===== src/rtl/tmr_pkg.sv =====
package tmr_pkg;
   localparam int unsigned N_CH      = 2;
   localparam int unsigned SEL_W     = 2;
   localparam int unsigned BUS_W     = 16;
   localparam int unsigned ADDR_W    = 3;
   localparam int unsigned IE_BIT    = 6;
   // word address layout: start word, then a three-word block per channel
   localparam int unsigned W_START   = 0;
   localparam int unsigned CH_BASE   = 1;
   localparam int unsigned CH_STRIDE = 3;
   localparam int unsigned F_CTRL    = 0;
   localparam int unsigned F_CNT     = 1;
   localparam int unsigned F_CMP     = 2;

   function automatic logic [ADDR_W-1:0] word_of(input int unsigned ch, input int unsigned fld);
      return ADDR_W'(CH_BASE + CH_STRIDE * ch + fld);
   endfunction
endpackage


===== src/rtl/tmr_prescale.sv =====
module tmr_prescale #(
   parameter int unsigned SEL_W     = 2,
   parameter int unsigned BASE_LOG2 = 3,
   parameter int unsigned STEP_LOG2 = 2
) (
   input  logic             clk,
   input  logic             rst_n,
   input  logic             run,
   input  logic [SEL_W-1:0] sel,
   output logic             tick
);
   localparam int unsigned PS_W = BASE_LOG2 + STEP_LOG2 * ((1 << SEL_W) - 1);

   logic [PS_W-1:0] pre_q;
   logic [PS_W:0]   limit;

   always_comb begin
      limit = ({{PS_W{1'b0}}, 1'b1} << (BASE_LOG2 + STEP_LOG2 * int'(sel))) - 1'b1;
      tick  = run && ({1'b0, pre_q} >= limit);
   end

   always_ff @(posedge clk or negedge rst_n) begin
      if (!rst_n)      pre_q <= '0;
      else if (!run)   pre_q <= '0;
      else if (tick)   pre_q <= '0;
      else             pre_q <= pre_q + 1'b1;
   end

   assert_divider_cleared_R6: assert property (@(posedge clk) disable iff (!rst_n)
      !run |=> (pre_q == '0));
endmodule


===== src/rtl/tmr_channel.sv =====
module tmr_channel #(
   parameter int unsigned CNT_W     = 16,
   parameter int unsigned SEL_W     = 2,
   parameter int unsigned BASE_LOG2 = 3,
   parameter int unsigned STEP_LOG2 = 2
) (
   input  logic             clk,
   input  logic             rst_n,
   input  logic             run,
   input  logic             ctrl_we,
   input  logic             cnt_we,
   input  logic             cmp_we,
   input  logic [CNT_W-1:0] wval,
   input  logic [SEL_W-1:0] sel_wval,
   input  logic             ie_wval,
   output logic [SEL_W-1:0] sel,
   output logic             ie,
   output logic [CNT_W-1:0] cnt,
   output logic [CNT_W-1:0] cmp,
   output logic             irq
);
   logic tick;
   logic hit;

   tmr_prescale #(.SEL_W(SEL_W), .BASE_LOG2(BASE_LOG2), .STEP_LOG2(STEP_LOG2)) i_prescale (
      .clk  (clk),
      .rst_n(rst_n),
      .run  (run),
      .sel  (sel),
      .tick (tick)
   );

   assign hit = tick && !cnt_we && (cnt == cmp);

   always_ff @(posedge clk or negedge rst_n) begin
      if (!rst_n) begin
         sel <= '0;
         ie  <= 1'b0;
         cnt <= '0;
         cmp <= '1;
         irq <= 1'b0;
      end else begin
         irq <= hit && ie;
         if (ctrl_we) begin
            sel <= sel_wval;
            ie  <= ie_wval;
         end
         if (cmp_we) cmp <= wval;
         if (cnt_we)      cnt <= wval;
         else if (tick)   cnt <= (cnt == cmp) ? '0 : cnt + 1'b1;
      end
   end

   assert_pulse_single_R8: assert property (@(posedge clk) disable iff (!rst_n)
      irq |=> !irq);
   assert_match_clears_R7: assert property (@(posedge clk) disable iff (!rst_n)
      irq |-> (cnt == '0));
   assert_hold_when_halted_R6: assert property (@(posedge clk) disable iff (!rst_n)
      (!run && !cnt_we) |=> $stable(cnt));
   assert_write_wins_R9: assert property (@(posedge clk) disable iff (!rst_n)
      cnt_we |=> (cnt == $past(wval)));
endmodule


===== src/rtl/dual_match_timer.sv =====
module dual_match_timer
   import tmr_pkg::*;
#(
   parameter int unsigned CNT_W     = 16,
   parameter int unsigned BASE_LOG2 = 3,
   parameter int unsigned STEP_LOG2 = 2
) (
   input  logic                   clk,
   input  logic                   rst_n,
   input  logic                   wr_en,
   input  logic [ADDR_W-1:0]      addr,
   input  logic [BUS_W-1:0]       wdata,
   output logic [BUS_W-1:0]       rdata,
   output logic [N_CH-1:0]        irq
);
   generate
      if (CNT_W < 2 || CNT_W > BUS_W) begin : g_bad_width
         $error("CNT_W must lie between 2 and the bus width");
      end
      if (BASE_LOG2 + STEP_LOG2 * ((1 << SEL_W) - 1) > 24) begin : g_bad_div
         $error("prescale range too wide");
      end
   endgenerate

   logic [N_CH-1:0]  run;
   logic [SEL_W-1:0] sel_a [N_CH];
   logic             ie_a  [N_CH];
   logic [CNT_W-1:0] cnt_a [N_CH];
   logic [CNT_W-1:0] cmp_a [N_CH];

   always_ff @(posedge clk or negedge rst_n) begin
      if (!rst_n)                               run <= '0;
      else if (wr_en && addr == ADDR_W'(W_START)) run <= wdata[N_CH-1:0];
   end

   for (genvar c = 0; c < N_CH; c++) begin : g_ch
      tmr_channel #(.CNT_W(CNT_W), .SEL_W(SEL_W), .BASE_LOG2(BASE_LOG2), .STEP_LOG2(STEP_LOG2)) i_channel (
         .clk     (clk),
         .rst_n   (rst_n),
         .run     (run[c]),
         .ctrl_we (wr_en && addr == word_of(c, F_CTRL)),
         .cnt_we  (wr_en && addr == word_of(c, F_CNT)),
         .cmp_we  (wr_en && addr == word_of(c, F_CMP)),
         .wval    (wdata[CNT_W-1:0]),
         .sel_wval(wdata[SEL_W-1:0]),
         .ie_wval (wdata[IE_BIT]),
         .sel     (sel_a[c]),
         .ie      (ie_a[c]),
         .cnt     (cnt_a[c]),
         .cmp     (cmp_a[c]),
         .irq     (irq[c])
      );
   end

   always_comb begin
      rdata = '0;
      if (addr == ADDR_W'(W_START)) rdata[N_CH-1:0] = run;
      for (int c = 0; c < N_CH; c++) begin
         if (addr == word_of(c, F_CTRL)) begin
            rdata[SEL_W-1:0] = sel_a[c];
            rdata[IE_BIT]    = ie_a[c];
         end
         if (addr == word_of(c, F_CNT)) rdata = BUS_W'(cnt_a[c]);
         if (addr == word_of(c, F_CMP)) rdata = BUS_W'(cmp_a[c]);
      end
   end

   assert_start_write_R3: assert property (@(posedge clk) disable iff (!rst_n)
      (wr_en && addr == ADDR_W'(W_START)) |=> (run == $past(wdata[N_CH-1:0])));
endmodule


===== config.mk =====
export PLATFORM = sky130hd
export DESIGN_NAME = dual_match_timer
export DESIGN_NICKNAME = d
export VERILOG_FILES = /design/src/rtl/tmr_pkg.sv /design/src/rtl/tmr_prescale.sv /design/src/rtl/tmr_channel.sv /design/src/rtl/dual_match_timer.sv
export SDC_FILE = /design/constraint.sdc
export NUM_CORES = 1
export LEC_CHECK = 0
export BUFFER_PORTS_ARGS = -buffer_cell sky130_fd_sc_hd__buf_2
export CAP_MARGIN = 20
export CORE_MARGIN = 2
export CORE_UTILIZATION = 55
export CTS_CLUSTER_DIAMETER = 120
export DETAILED_ROUTE_END_ITERATION = 12
export PLACE_DENSITY = 0.77
export SETUP_SLACK_MARGIN = 0.02
export SYNTH_ARGS = -nofsm -noshare
export SYNTH_HDL_FRONTEND = slang
export SYNTH_SLANG_ARGS = --single-unit

===== constraint.sdc =====
create_clock -name clk -period 1.9 [get_ports clk]
set_input_delay 0.19 -clock clk [delete_from_list [all_inputs] [get_ports clk]]
set_output_delay 0.19 -clock clk [all_outputs]
set_load 0.03 [all_outputs]

==> results.md, run 1 <==
- Status: complete, but fails checks
- Failing checks: setup timing
- Worst-skew pair later-pin latency: about 0.38 ns
- CP arrival: 2.39 ns
- Wl on met1: 7659 um
- Dpl ws: -0.2056 ns
- Syn_nets: between 600 and 700
- ANT cells: 0
- Ratio of cells with drive above 1 in the final layout: 0.3801
- Number of routed nets with antenna violations: 0
- Fin util: 0.6949
- Leakage power: slightly above 3 nW
- Starting Density: 0.5581
- Setup repair after global routing missed its margin: yes
- Crit Path Class: register to register
- WHS: 0.1258 ns
- Max_slew headroom: 0.6203
- Vias per inst: 6.364
- Crit. End Element: register
- Ports: 40
- Worst hold path type: input port to register
- Leading cell types in the layout, fill and taps excluded: 67 x buf_4, 61 x nand2_1, 54 x dfrtp_1
- Antenna violations before repair: 0
- Post-synthesis cell type count: 58
- GRT overflow: 0
- # nets final: 777
- Largest net degree at the start of global routing: 42
- GRT Util Overall: 0.3099
- Iteration-0 DRC count of the detailed router: 538
- Setup WS post-layout: -0.1872 ns
- Full die area: 11,750 um2
- Mapped Area: around 6000 um2
- First-pass GRT wire length: between 20,000 and 30,000 um
- Top layer in use: met4
- Clk pin slew, worst setup/hold paths: 0.10 ns
- Total Wirelength: 18,260 um
- Core footprint: 10,750 um2
- Yosys reg bits: 92
- Maximum clock rate: roughly 480 MHz
- Die Wd: 108.4 um
- Routed via count: 5,613
- Asr flop ratio synth: 1.000
- Met3 wire length: 1157 um
- Pre-antenna DRT Iters: 5
- Area Growth Syn to Fin: 24.51%
- Required time worst endpoint: 2.20 ns
- Syn Inst Count: 653
- Crit start category: register
- Final Wtd Congestion: 0.8759
- Final setup violation count: 40
- Wire length per cell: roughly 21 um
- CTS Buf Count: 9
- Pwr/cell area: between 800 and 900 nW/um2
- Worst Skew: 0.01356 ns
- Tcrit/Tclk final: 1.099
- Routed wl met2: 8816 um
- Final instance area: 7467 um2
- Die Height: around 110 um
- Syn_area_per_cell: 9.184 um2
- HPWL after DPL: 11,800 um
- Worst Tran Pin Value: 0.5696 ns
- Residual DRC: 0
- Root buffer cell: clkbuf_8
- Crit-path max FO: 7
- Yosys warning count: 0
- Tmin final: 2.087 ns
- Most common cell after layout, fill and taps aside: buf_4
- Clock sink count: 92
- H-Tree Depth: 3
- Max Cap Violations: 0
- IO buf count: 39
- Total Power: 6.188 mW
- Slew Limit Fails: 0
- Row Count: 38
- Reg-to-reg setup timing slack: -0.19 ns
- CTS tree: yes
- Post-synth EDFFs: 0
- Peak VDD IR: 0.3793 mV
- Sequential element share of the synthesized area: 0.3906
- Ys flop type: dfrtp_1
- Dpl cell area: 6713 um2
- Count of final hold-check violations: 0
- Buffer levels on the longest clock path: 2
- Vias in the first global route: 5,420
==> cell families after synthesis <==
group	Yosys count	share of synthesized area
compound gates	133	0.1373
xor+xnor	46	0.06718
fa+ha+maj	18	0.03756
buf+inv	57	0.05278
flops	92	0.3906
mux	57	0.1072
other cells	1	0.0006253
simple gates	249	0.2068
==> where the power goes <==
group	switching (mW)	leakage [nW]	internal (mW)
clock	0.748	0.105	0.619
combinational	1.10	1.89	0.918
sequential	0.404	1.07	2.40
total	2.25	3.07	3.94
==> critical path, cell delays in order (launching register included) <==
cell and delay (ns):
dfrtp_2 0.47, inv_2 0.09, ha_4 0.29, nand2_2 0.07, a211oi_4 0.31, o21ai_4 0.11
or4b_4 0.49, a31oi_1 0.16
==> sequential cells by signal, indices dropped and copies added, names as in the netlist <==
register and flops:
g_ch.i_channel.cmp 32, g_ch.i_channel.cnt 32, g_ch.i_channel.i_prescale.pre_q 18, g_ch.i_channel.ie 2, g_ch.i_channel.irq 2, g_ch.i_channel.sel 4, run 2
==> per-stage QoR <==
stage / TNS (ns) / std cells
after floorplan: -0.03706 / 653
after global placement: -0.4586 / 849
after detailed placement: -2.283 / 849
after CTS: -0.9843 / 876
after global routing: -7.431 / 882
final: -3.849 / 882
==> layout make-up <==
| class | instances | area [um2] |
|---|---|---|
| Clock buffer | 13 | 178.9 |
| Tap cell | 140 | 175.2 |
| Multi-Input combinational cell | 505 | 3785 |
| Clock inverter | 3 | 18.77 |
| Sequential cell | 92 | 2350 |
| Fill cell | 777 | 3278 |
| Timing Repair Buffer | 118 | 915.9 |
| Inverter | 11 | 43.79 |
==> per-layer routing <==
| metal | vias to the layer above | track usage |
|---|---|---|
| li1 | 2520 | - |
| met1 | 2767 | 0.4139 |
| met2 | 272 | 0.5098 |
| met3 | 54 | 0.04702 |
| met4 | 0 | 0.1145 |
| met5 | - | 0 |
==> worst paths after layout <==
check / from / cells past startpoint / endpoint
worst max-delay path: g_ch[1].i_channel.sel[1]$_DFFE_PN0P_ / 7 / g_ch[1].i_channel.cnt[8]$_DFFE_PN0P_
worst min-delay path: wdata[5] / 3 / g_ch[0].i_channel.cnt[5]$_DFFE_PN0P_
worst max register to register: g_ch[1].i_channel.sel[1]$_DFFE_PN0P_ / 7 / g_ch[1].i_channel.cnt[8]$_DFFE_PN0P_
worst min register to register: g_ch[0].i_channel.i_prescale.pre_q[0]$_DFF_PN0_ / 1 / g_ch[0].i_channel.i_prescale.pre_q[0]$_DFF_PN0_
max in group asynchronous: rst_n / 3 / g_ch[0].i_channel.cmp[7]$_DFFE_PN1P_
min in group asynchronous: rst_n / 2 / g_ch[1].i_channel.i_prescale.pre_q[6]$_DFF_PN0_
==> cells in the mapped netlist (8+ instances only) <==
library cell	n	area share
nand2_1	67	0.042
dfrtp_1	60	0.25
nor2_1	53	0.033
a21oi_1	52	0.043
xor2_1	42	0.061
mux2_2	38	0.071
nand3_1	34	0.028
dfstp_2	32	0.14
buf_2	26	0.022
nor3_1	25	0.021
a32oi_1	21	0.031
o21ai_0	19	0.016
o21ai_1	19	0.016
ha_1	18	0.038
mux2i_1	17	0.028
nand4_1	16	0.017
inv_1	11	0.0069
nor4_1	11	0.011
clkbuf_1	8	0.0050
==> what timing repair did <==
item	in CTS	in global routing
resized for setup	45	50
setup endpoints to repair	38	56
hold buffers	1	0
cloned	1	1
setup buffers	9	5
hold endpoints to repair	24	0
pin swaps	13	22
Power figures use the tool's default switching activity.
==> inputs of run 2 (changes only) <==
==> constraint.sdc (replaced) <==
create_clock -name clk -period 1.9 [get_ports clk]
set_input_delay 0.095 -clock clk [delete_from_list [all_inputs] [get_ports clk]]
set_output_delay 0.095 -clock clk [all_outputs]
set_load 0.03 [all_outputs]
==> results.md, run 2 (synthesized netlist as in run 1, its figures left out) <==
- Row Count: 38
- Tmin final: between 2 and 2.5 ns
- Crit-path max FO: 17
- Failing checks: setup timing
- Biggest regs: g_ch.i_channel.cmp (32), g_ch.i_channel.cnt (32), g_ch.i_channel.i_prescale.pre_q (18)
- Die Height: 108.4 um
- First-pass GRT wire length: 26,790 um
- Full die area: about 12,000 um2
- Worst Setup SP: g_ch[0].i_channel.sel[1]$_DFFE_PN0P_
- Hold Startpoint: wdata[11]
- Worst Tran Pin Value: ~0.54 ns
- Clk pin slew, worst setup/hold paths: 0.10 ns
- Starting Density: 0.5581
- Worst hold path type: input port to register
- Clock sink count: 92
- Number of routed nets with antenna violations: 0
- Cell chain of the critical path: buf_6 > nand2_4 > ha_4 > a21oi_4 > nand2_4 > o31ai_4 > buf_12 > a21oi_2 > o31ai_1
- Buffer levels on the longest clock path: 2
- Reg-to-reg setup timing slack: -0.19 ns
- Final setup violation count: 36
- Worst R2R Path Depth: 9
- Core footprint: 10,750 um2
- Leading cell types in the layout, fill and taps excluded: 62 x nand2_1, 58 x buf_4, 55 x dfrtp_1
- Vias in the first global route: roughly 5.2k
- Ports: 40
- Tcrit/Tclk final: 1.099
- CP arrival: between 2 and 2.5 ns
- Pwr/cell area: 815.3 nW/um2
- FF+latch area: 2349 um2
- Crit Path Class: register to register
- Multi-input logic area: between 3000 and 4000 um2
- # nets final: 764
- Critical path's slowest cell: dfrtp_2
- Maximum clock rate: approximately 480 MHz
- Worst-skew pair later-pin latency: 0.38 ns
- Crit. End Element: register
- Leakage power: ~3 nW
- Status: complete, but fails checks
- IO buf count: 39
- Pre-antenna DRT Iters: 5
- H-Tree Depth: 3
- CP delay by family, top: compound AO/OA/AOI/OAI gates
- Routed via count: 5,461
- Wire length per cell: about 20 um
- Most common cell after layout, fill and taps aside: nand2_1
- Max_slew headroom: 0.6417
- Total Power: 5.924 mW
- Cell count of the worst hold path: 3
- Endpoint of the worst-slack reg-to-reg timing path: g_ch[0].i_channel.cnt[6]$_DFFE_PN0P_
- Residual DRC: 0
- Layout fillers: between 800 and 900
- Worst Skew: 0.01472 ns
- Total Wirelength: 17,390 um
- Vias per inst: 6.284
- Critical path's most frequent cell: nand2_4
- Antenna violations before repair: 0
- FF-to-FF Start: g_ch[0].i_channel.sel[1]$_DFFE_PN0P_
- Setup repair after global routing missed its margin: yes
- Largest net degree at the start of global routing: 41
- Final Wtd Congestion: roughly 0.9
- CTS Buf Count: 9
- Peak VDD IR: approximately 0.37 mV
- Root buffer cell: clkbuf_8
- Max Cap Violations: 0
- Dpl cell area: 6655 um2
- Iteration-0 DRC count of the detailed router: 466
- Crit path depth: 9
- Die Wd: ~110 um
- CP max stage delay: about 0.45 ns
- GRT overflow: 0
- Final instance area: 7266 um2
- GRT Util Overall: 0.2939
- Area Growth Syn to Fin: 21.16%
- Required time worst endpoint: about 2.2 ns
- Slew Limit Fails: 0
- CTS tree: yes
- Crit start category: register
- Setup WS post-layout: -0.1888 ns
- Ratio of cells with drive above 1 in the final layout: 0.3580
- Count of final hold-check violations: 0
- HPWL after DPL: between 10,000 and 15,000 um
- WHS Endpoint: g_ch[1].i_channel.cnt[11]$_DFFE_PN0P_
- Bufs and invs on worst path: 2
- WHS: around 0.023 ns
- ANT cells: 0
- Fin util: 0.6762
run 2: cell types whose count changed in the layout (fill, tap and decap cells not counted), sizes merged:
cell and delta:
buf -14, clkinvlp +1, clkinv +2, clkbuf -2
run 2: worst reg2reg max path, delay by kind of cell, from the launching register on:
family	cells	cell delay, ns
AO/OA/AOI/OAI	4	0.79
adder cells (fa/ha/maj)	1	0.26
AND/OR/NAND/NOR	2	0.17
buffers and inverters	2	0.33
flip-flops	1	0.45
run 2: final cells by class:
type                            count  share of cell area
Multi-Input combinational cell    505              0.5130
Sequential cell                    92              0.3232
Timing Repair Buffer              105              0.1095
Tap cell                          140             0.02411
Clock buffer                       10             0.01894
Inverter                           11            0.005683
Clock inverter                      6            0.005511
run 2: how the worst max path moves through the flow:
stage	end	slack [ns]
final	g_ch[0].i_channel.cnt[6]$_DFFE_PN0P_	-0.19
after global routing	g_ch[0].i_channel.cnt[6]$_DFFE_PN0P_	-0.23
after CTS	g_ch[1].i_channel.cnt[8]$_DFFE_PN0P_	-0.12
after detailed placement	g_ch[1].i_channel.cnt[8]$_DFFE_PN0P_	-0.21
after global placement	g_ch[1].i_channel.cnt[8]$_DFFE_PN0P_	-0.11
after floorplan	g_ch[1].i_channel.cnt[8]$_DFFE_PN0P_	-0.04
run 2: stage by stage:
step	setup TNS, ns	instances	worst slack (ns)
after floorplan	-0.03706	653	-0.03706
after global placement	-0.4036	843	-0.1070
after detailed placement	-3.021	843	-0.2094
after CTS	-1.228	863	-0.1159
after global routing	-6.951	869	-0.2325
final	-4.213	869	-0.1888
run 2: where the power goes:
group | switching (mW) | internal [mW]
Combinational | 1.02 | 0.839
Clock | 0.751 | 0.510
Sequential | 0.402 | 2.40
run 2: repair_timing:
action / in CTS / in global routing
gates resized for setup: 36 / 31
gates cloned: 1 / 1
hold buffers: 1 / 0
buffers inserted: 2 / 5
setup endpoints to repair: 39 / 54
endpoints found under the hold margin: 31 / 0
pin swaps: 5 / 12
run 2: layer usage:
metal,wire length [um],part of all wire,GRT usage,vias up
met5,0,0,0,-
met4,389,0.022,0.1126,0
met3,1271,0.073,0.03376,33
met2,8553,0.49,0.4879,247
met1,7170,0.41,0.3942,2677
li1,-,-,-,2504
